<file path="src/rtl/dwell_stat_pkg.sv">
package dwell_stat_pkg;
  typedef enum logic [2:0] {
    ST_IDLE,
    ST_COLLECT,
    ST_SQUARE,
    ST_MSQ,
    ST_RESULT
  } dwell_state_e;
endpackage

</file>
<file path="src/rtl/dwell_sample_ram.sv">
module dwell_sample_ram #(
  parameter int DW = 12,
  parameter int AW = 8
) (
  input  logic          clk_i,
  input  logic          we_i,
  input  logic [AW-1:0] waddr_i,
  input  logic [DW-1:0] wdata_i,
  input  logic [AW-1:0] raddr_i,
  output logic [DW-1:0] rdata_o
);
  localparam int DEPTH = 1 << AW;

  logic [DW-1:0] mem_q [DEPTH];

  always_ff @(posedge clk_i) begin
    if (we_i) mem_q[waddr_i] <= wdata_i;
    rdata_o <= mem_q[raddr_i];
  end
endmodule

</file>
<file path="src/rtl/dwell_seq_mult.sv">
module dwell_seq_mult #(
  parameter int W = 12
) (
  input  logic           clk_i,
  input  logic           rst_ni,
  input  logic           start_i,
  input  logic [W-1:0]   a_i,
  input  logic [W-1:0]   b_i,
  output logic           done_o,
  output logic [2*W-1:0] prod_o
);
  localparam int CW = $clog2(W + 1);

  logic [2*W-1:0] acc_q, mcand_q;
  logic [W-1:0]   mplier_q;
  logic [CW-1:0]  cnt_q;
  logic           busy_q, done_q;

  always_ff @(posedge clk_i or negedge rst_ni) begin
    if (!rst_ni) begin
      acc_q    <= '0;
      mcand_q  <= '0;
      mplier_q <= '0;
      cnt_q    <= '0;
      busy_q   <= 1'b0;
      done_q   <= 1'b0;
    end else begin
      done_q <= 1'b0;
      if (start_i) begin
        acc_q    <= '0;
        mcand_q  <= {{W{1'b0}}, a_i};
        mplier_q <= b_i;
        cnt_q    <= CW'(W);
        busy_q   <= 1'b1;
      end else if (busy_q) begin
        if (mplier_q[0]) acc_q <= acc_q + mcand_q;
        mcand_q  <= mcand_q << 1;
        mplier_q <= mplier_q >> 1;
        cnt_q    <= cnt_q - CW'(1);
        if (cnt_q == CW'(1)) begin
          busy_q <= 1'b0;
          done_q <= 1'b1;
        end
      end
    end
  end

  assign done_o = done_q;
  assign prod_o = acc_q;
endmodule

</file>
<file path="src/rtl/dwell_stat_engine.sv">
module dwell_stat_engine
  import dwell_stat_pkg::*;
#(
  parameter int SAMPLE_W = 12,
  parameter int LOG2_N   = 8,
  parameter int IDX_W    = 16
) (
  input  logic                  clk_i,
  input  logic                  rst_ni,
  input  logic                  dwell_start_i,
  input  logic                  dwell_end_i,
  input  logic                  sample_valid_i,
  input  logic [SAMPLE_W-1:0]   sample_i,
  input  logic                  res_ready_i,
  output logic                  res_valid_o,
  output logic [SAMPLE_W-1:0]   res_mean_o,
  output logic [2*SAMPLE_W-1:0] res_var_o,
  output logic [IDX_W-1:0]      res_index_o,
  output logic                  short_o,
  output logic                  overrun_o
);
  localparam int CNT_W = LOG2_N + 1;
  localparam int SUM_W = SAMPLE_W + LOG2_N;
  localparam int VAR_W = 2 * SAMPLE_W;
  localparam int SQ_W  = VAR_W + LOG2_N;

  dwell_state_e state_q;
  logic [CNT_W-1:0]    cnt_q, cnt_nxt, rd_ptr_q;
  logic [SUM_W-1:0]    sum_q;
  logic [SQ_W-1:0]     sumsq_q;
  logic [SAMPLE_W-1:0] mean_q, rd_data;
  logic [VAR_W-1:0]    var_q, rd_sq, msq;
  logic [IDX_W-1:0]    idx_q;
  logic                rd_v_q, short_q, ovr_q;
  logic                hs, start_ok, start_bad, take, end_evt, full, rd_en;
  logic                mult_start, mult_done;

  assign hs        = (state_q == ST_RESULT) && res_ready_i;
  assign start_ok  = dwell_start_i && (state_q == ST_IDLE || state_q == ST_COLLECT || hs);
  assign start_bad = dwell_start_i && !start_ok;
  assign take      = (state_q == ST_COLLECT) && !dwell_start_i && sample_valid_i && !cnt_q[LOG2_N];
  assign cnt_nxt   = cnt_q + {{(CNT_W-1){1'b0}}, take};
  assign end_evt   = (state_q == ST_COLLECT) && !dwell_start_i && dwell_end_i;
  assign full      = cnt_nxt[LOG2_N];
  assign rd_en     = (state_q == ST_SQUARE) && !rd_ptr_q[LOG2_N];
  assign mult_start = (state_q == ST_SQUARE) && rd_ptr_q[LOG2_N] && !rd_v_q;
  assign rd_sq     = VAR_W'(rd_data) * VAR_W'(rd_data);

  dwell_sample_ram #(.DW(SAMPLE_W), .AW(LOG2_N)) u_ram (
    .clk_i   (clk_i),
    .we_i    (take),
    .waddr_i (cnt_q[LOG2_N-1:0]),
    .wdata_i (sample_i),
    .raddr_i (rd_ptr_q[LOG2_N-1:0]),
    .rdata_o (rd_data)
  );

  dwell_seq_mult #(.W(SAMPLE_W)) u_mult (
    .clk_i   (clk_i),
    .rst_ni  (rst_ni),
    .start_i (mult_start),
    .a_i     (sum_q[SUM_W-1:LOG2_N]),
    .b_i     (sum_q[SUM_W-1:LOG2_N]),
    .done_o  (mult_done),
    .prod_o  (msq)
  );

  always_ff @(posedge clk_i or negedge rst_ni) begin
    if (!rst_ni) begin
      state_q  <= ST_IDLE;
      cnt_q    <= '0;
      rd_ptr_q <= '0;
      sum_q    <= '0;
      sumsq_q  <= '0;
      mean_q   <= '0;
      var_q    <= '0;
      idx_q    <= '0;
      rd_v_q   <= 1'b0;
      short_q  <= 1'b0;
      ovr_q    <= 1'b0;
    end else begin
      short_q <= end_evt && !full;
      ovr_q   <= start_bad;
      rd_v_q  <= rd_en;
      case (state_q)
        ST_IDLE: begin
          if (start_ok) begin
            state_q <= ST_COLLECT;
            cnt_q   <= '0;
            sum_q   <= '0;
          end
        end
        ST_COLLECT: begin
          if (start_ok) begin
            cnt_q <= '0;
            sum_q <= '0;
          end else begin
            if (take) begin
              cnt_q <= cnt_nxt;
              sum_q <= sum_q + SUM_W'(sample_i);
            end
            if (end_evt) begin
              if (full) begin
                state_q  <= ST_SQUARE;
                rd_ptr_q <= '0;
                sumsq_q  <= '0;
              end else begin
                state_q <= ST_IDLE;
              end
            end
          end
        end
        ST_SQUARE: begin
          if (rd_en) rd_ptr_q <= rd_ptr_q + CNT_W'(1);
          if (rd_v_q) sumsq_q <= sumsq_q + SQ_W'(rd_sq);
          if (mult_start) state_q <= ST_MSQ;
        end
        ST_MSQ: begin
          if (mult_done) begin
            mean_q  <= sum_q[SUM_W-1:LOG2_N];
            var_q   <= sumsq_q[SQ_W-1:LOG2_N] - msq;
            state_q <= ST_RESULT;
          end
        end
        ST_RESULT: begin
          if (hs) begin
            idx_q <= idx_q + IDX_W'(1);
            if (start_ok) begin
              state_q <= ST_COLLECT;
              cnt_q   <= '0;
              sum_q   <= '0;
            end else begin
              state_q <= ST_IDLE;
            end
          end
        end
        default: state_q <= ST_IDLE;
      endcase
    end
  end

  assign res_valid_o = (state_q == ST_RESULT);
  assign res_mean_o  = mean_q;
  assign res_var_o   = var_q;
  assign res_index_o = idx_q;
  assign short_o     = short_q;
  assign overrun_o   = ovr_q;
endmodule

</file>
<file path="config.mk">
export PLATFORM = sky130hd
export DESIGN_NAME = dwell_stat_engine
export DESIGN_NICKNAME = d
export VERILOG_FILES = /design/src/rtl/dwell_stat_pkg.sv /design/src/rtl/dwell_sample_ram.sv /design/src/rtl/dwell_seq_mult.sv /design/src/rtl/dwell_stat_engine.sv
export SDC_FILE = /design/constraint.sdc
export NUM_CORES = 2
export LEC_CHECK = 0
export CAP_MARGIN = 15
export CORE_AREA = 4 4 737 739
export DETAILED_ROUTE_END_ITERATION = 6
export DIE_AREA = 0 0 741 743
export GPL_TIMING_DRIVEN = 1
export HOLD_SLACK_MARGIN = 0.1
export PLACE_DENSITY = 0.37
export SYNTH_ARGS = -nofsm -noshare
export SYNTH_HDL_FRONTEND = slang
export SYNTH_SLANG_ARGS = --single-unit
</file>
<file path="constraint.sdc">
create_clock -name clk_i -period 5.6 [get_ports clk_i]
set_input_delay 0.56 -clock clk_i [delete_from_list [all_inputs] [get_ports clk_i]]
set_output_delay 0.56 -clock clk_i [all_outputs]
set_load 0.05 [all_outputs]
</file>
# Word level (Yosys, flattened, before mapping)
# Memory sizes are Yosys's and may differ from the RTL's. A register that Yosys moved wholly into a read port is not among the register bits.
# Index checks and enable logic that the tools add are counted.
[totals] reg_bits=194 ram_bits=3072 out_inout_bits=55 elab_cells=119 memories=1
[op_classes] addsub=8 multipliers=1 eq_ne=15 n_mux=46 n_reduce_logical=31
[memory_table] memory="u_ram.mem_q" words=256 width=12 read_ports=1 rd_ports_with_merged_regs=1 write_ports=1 line="dwell_sample_ram.sv:14" source="logic [DW-1:0] mem_q [DEPTH];"
[ops] operator="$mux 32" count=4
[ops] operator="$mux 24" count=5
[ops] operator="$mux 20" count=4
[ops] operator="$mux 9" count=8
[ops] operator="$pmux 32 s2" count=1
[ops] operator="$pmux 20 s3" count=1
[ops] operator="$add 32x24->32" count=1
[ops] operator="$pmux 9 s3" count=1
[ops] operator="$add 24x24->24" count=1
[ops] operator="$mul 12x12->24" count=1
[ops] operator="$mux 12" count=2
[ops] operator="$sub 24x24->24" count=1
[ops] operator="$add 20x12->20" count=1
[ops] operator="$mux 3" count=6
[ops] operator="$pmux 9 s2" count=1
[ops] operator="$add 16x1->16 const B" count=1
[ops] operator="$pmux 3 s5" count=1
[ops] operator="$ne 2x2->1 const B" count=7
[ops] operator="$logic_and 1x1->1" count=11
[ops] operator="$reduce_and 5->1" count=2
[ops] operator="$add 9x1->9" count=1
[ops] operator="$add 9x1->9 const B" count=1
[ops] operator="$mux 1" count=9
[ops] operator="$mux 4" count=2
[ops] operator="16 further kinds" count=28

# Logic depth before layout (Yosys ltp)
[depth] depth_word=9 mapped_depth=22 depth_no_buf=21

# Hierarchy
# A second synthesis with hierarchy kept.
[unflattened] cells_unflattened=7198 area_unflattened_um2=134205.0
[modules_own_cells] module="dwell_sample_ram" instances=1 cells_each=5506 area_per_inst_um2=118632.5 seq_area_each_um2=92488.7
[modules_own_cells] module="dwell_stat_engine" instances=1 cells_each=1267 area_per_inst_um2=11593.6 seq_area_each_um2=3203.1
[modules_own_cells] module="dwell_seq_mult" instances=1 cells_each=425 area_per_inst_um2=3978.8 seq_area_each_um2=1651.6

# Worst setup path after synthesis
# OpenSTA, ideal clock, no wires.
[synth_timing] path_type="reg-to-reg" startpoint="register u_ram.rdata_o[8], read port of u_ram.mem_q" endpoint="register sumsq_q[26]" setup_ns=0.078 arrival_time_ns=5.493 required_ns=5.522 setup_slack_ns=0.029 stages_incl_launch_ff=23 synth_period_minus_slack_ns=5.571 path_cell_list="dfxtp_1 clkbuf_1 and2_1 inv_1 fa_1 inv_1 fa_1 inv_1 fa_1 inv_1 fa_1 inv_1 fa_1 inv_1 ha_1 inv_1 or3_1 o41ai_1 o211ai_1 a211oi_1 nor2_1 or3_1 a21oi_1"
[synth_via] elab_chain_len=4
[synth_rtl] item="start: declaration" line="dwell_sample_ram.sv:10" source="output logic [DW-1:0] rdata_o"
[synth_rtl] item="$mul 12x12->24" line="dwell_stat_engine.sv:47" source="assign rd_sq = VAR_W'(rd_data) * VAR_W'(rd_data);"
[synth_rtl] item="$add 32x24->32" line="dwell_stat_engine.sv:115" source="if (rd_v_q) sumsq_q <= sumsq_q + SQ_W'(rd_sq);"
[synth_rtl] item="$mux 32" line="dwell_stat_engine.sv:115"
[synth_rtl] item="$pmux 32 s2" line="dwell_stat_engine.sv:85" source="case (state_q)"
[synth_rtl] item="end signal: assignment" line="dwell_stat_engine.sv:115"
[synth_rtl] item="end: declaration" line="dwell_stat_engine.sv:30" source="logic [SQ_W-1:0] sumsq_q;"
# No other way between the ends. The select of a mux whose other input is x is not followed.
# A chain may end at the register's enable or synchronous reset.

# Worst setup path in the final report
[layout_timing] startpoint="register u_ram.rdata_o[6], read port of u_ram.mem_q" endpoint="register sumsq_q[28]"
# The elaborated chain is that of the path after synthesis.

==> metrics <==
YS warnings=0; cell leakage power=between 50 and 60 nW; DR iter-0 viols=5604; CTS root buffer=clkbuf_16; Commonest cells post-synth=edfxtp_1, mux4_2, nor2_1, nand2_1, inv_1; post-synthesis sequential area ratio=around 73%; dpl cell area=0.147 mm^2; Mapped Area=0.134 mm^2; core area=between 0.5 and 0.6 mm^2; Slew headroom=11.0%; post-DP HPWL=273000 um; Tcrit/Tclk final=~99%; vias in the first global route=between 70000 and 80000; CP peak stage delay=around 530 ps; Worst-Margin Slew=between 1000 and 1500 ps; fill count=52200; CP dominant cell by count=fa_1; Initial DRT Pass Iterations=5; f_max=between 150 and 200 MHz; Syn Nets=6989; Reg area=0.0974 mm^2; final WL=424000 um; register bit total from synthesis=around 3300; most frequent cell after synthesis=edfxtp_1; CP delay by family, top=adder cells; Slew Limit Fails=0; crit start category=flop; Worst Skew=67.9 ps; Place WS=-218 ps; Clock Latency Late Sink=1000 ps; Async SR Flop Fraction=5.92%; Netlist cell types=76; Remaining DRCs=0; Syn Inst Count=6737; first-pass GRT wire length=590000 um; initial antenna violation count=27; Worst Path Required=6460 ps; total gr overflow=0; RSZ-0062 raised after global routing=yes; CP Data Arrival Time=6430 ps; post-route cell area=0.160 mm^2; total CTS buffers=384; row count=269; CTS tree=built; Worst path slowest cell=fa_1; largest area contributor in the synthesized netlist=edfxtp_1; I/O Pins=73; critical path type=flop to flop; via count=about 68000; layout cells sized above 1=27.2%; GP Congestion=0.777; final setup fails=0; status=completed; Post-synth EDFFs=3072; Worst Hold Class=primary input to async pin; cells along the critical path=buf_6 -> buf_6 -> and2_4 -> fa_1 -> inv_2 -> fa_1 -> inv_1 -> fa_1 -> inv_2 -> fa_1 -> fa_1 -> inv_2 -> ha_4 -> o21a_1 -> o22ai_2 -> buf_6 -> o41ai_4 -> o211ai_1 -> buf_4 -> a211oi_4 -> buf_4 -> o2111ai_2 -> xor2_1 -> nor2_1; maximum VDD drop=0.000253 V; Hold Slack=228 ps; fin crit period=5570 ps; Antenna Violating Nets Remaining=0; die area=~0.55 mm^2; Multi-input gate area=0.0341 mm^2; largest net degree at the start of global routing=167; Layout Nets=7700; clk sink count=3278; crit path capture type=flop; primary flip-flop cell chosen by synthesis mapping=edfxtp_1; WL per Instance=roughly 28 um; worst setup margin=between 20 and 30 ps; vias per cell=4.56; Area Overhead vs Synth=19.2%; CTS Buffer Depth=4; max_cap viols=0; CP Max Fanout=5; htree depth=5; top cell type's share of synthesized area=68.9%; Die H=743 um; R2R setup slack=30 ps; syn avg cell area=around 20 um^2; Pwr per Cell Area=326 mW/mm^2; leading post-synthesis cells by cell area=edfxtp_1, mux4_2, dfrtp_1; GRT Total Usage=15.1%; count of port buffers added during placement=72; Hold Fails Final Rpt=0; Initial Utilization=25.0%; Worst-path clk slew=roughly 60 ps; worst path bufs/invs=9; die width=741 um
-- sequential cells by signal, summed over array words and instances (netlist names) --
signal and flops:
cnt_q 9, overrun_o 1, rd_ptr_q 9, rd_v_q 1, res_index_o 16, res_mean_o 12, res_var_o 24, short_o 1
state_q 3, sum_q 20, sumsq_q 32, u_mult.busy_q 1, u_mult.cnt_q 4, u_mult.done_o 1, u_mult.mcand_q 24, u_mult.mplier_q 12
u_mult.prod_o 24, u_ram.mem_q 3072, u_ram.rdata_o 12
-- metal layers --
layer  global-route usage, %  share of wire [%]  routed length, um
met1                    21.0                 45             191000
met4                    4.08                2.8              11800
met2                    25.0                 48             204000
met5                       0             0.0024                 10
met3                    1.77                3.9              16600
-- cell usage in the layout (no fill, tap or decap), types with 129 or more instances in the layout --
master | Yosys | final
edfxtp_1 | 3072 | 3072
mux4_2 | 866 | 866
buf_4 | 34 | 534
clkbuf_16 | 0 | 389
nor2_1 | 391 | 388
nand2_1 | 254 | 242
inv_1 | 224 | 220
dfrtp_1 | 194 | 186
mux2i_1 | 178 | 178
a21oi_1 | 145 | 139
ha_1 | 132 | 129
-- worst paths after layout --
path,to,depth (start not counted),from
max,sumsq_q[28]$_DFFE_PN0P_,24,u_ram.rdata_o[6]$_DFF_P_
min,res_var_o[14]$_DFFE_PN0P_,2,rst_ni
max reg2reg,sumsq_q[28]$_DFFE_PN0P_,24,u_ram.rdata_o[6]$_DFF_P_
min reg2reg,res_index_o[15]$_DFFE_PN0P_,1,res_index_o[15]$_DFFE_PN0P_
max in group asynchronous,rd_ptr_q[4]$_DFFE_PN0P_,3,rst_ni
min in group clk_i,state_q[2]$_DFFE_PN0P_,2,res_ready_i
-- area by class of cell --
class / instances / share of cell area [%]
Clock inverter: 224 / 1.28
Tap cell: 7181 / 5.63
Multi-Input combinational cell: 2878 / 21.3
Inverter: 227 / 0.539
Sequential cell: 3278 / 61.0
Timing Repair Buffer: 679 / 3.80
Clock buffer: 477 / 6.36
Antenna cell: 13 / 0.0204
-- worst reg2reg max path, delay by kind of cell, from the launching register on --
kind | cells | cell delay, ps
compound gates | 6 | 1060
xor+xnor | 1 | 200
fa+ha+maj | 6 | 2750
buf+inv | 9 | 880
flops | 1 | 360
simple gates | 2 | 200
-- through the flow --
stage	TNS [ps]	power (mW)	std cells	utilization, %
finish	0	52.0	15000	29.8
CTS	0	52.8	14900	29.7
global placement	-1090	28.1	14200	27.4
floorplan	0	27.5	6737	-
global route	-760	53.9	14900	29.8
detailed placement	-1280	28.1	14200	27.4
-- timing repair --
item / 4_1_cts / 5_1_grt
setup buffers: 2 / 3
gates resized for setup: 21 / 45
pin swaps: 10 / 27
hold buffers: 13 / 0
endpoints found under the hold margin: 350 / 0
setup endpoints to repair: 9 / 11
-- cell families (layout without fill, tap and decap cells) --
group / Yosys count / after routing / synth area share, %
adders and majority gates: 234 / 234 / 2.76
buffers and inverters: 581 / 1607 / 2.03
AOI/OAI and AO/OA: 563 / 563 / 2.74
DFF: 3278 / 3278 / 72.7
other: 0 / 13 / 0
muxes: 1057 / 1057 / 16.0
xor gates and xnor gates: 109 / 109 / 0.713
and+or+nand+nor: 915 / 915 / 3.00
-- where the power goes --
group | internal (mW) | switching, mW
clock | 14.1 | 10.3
sequential | 26.8 | 0.0291
combinational | 0.113 | 0.612
total | 41.1 | 10.9
No activity file was read; power rests on OpenSTA's default activity.
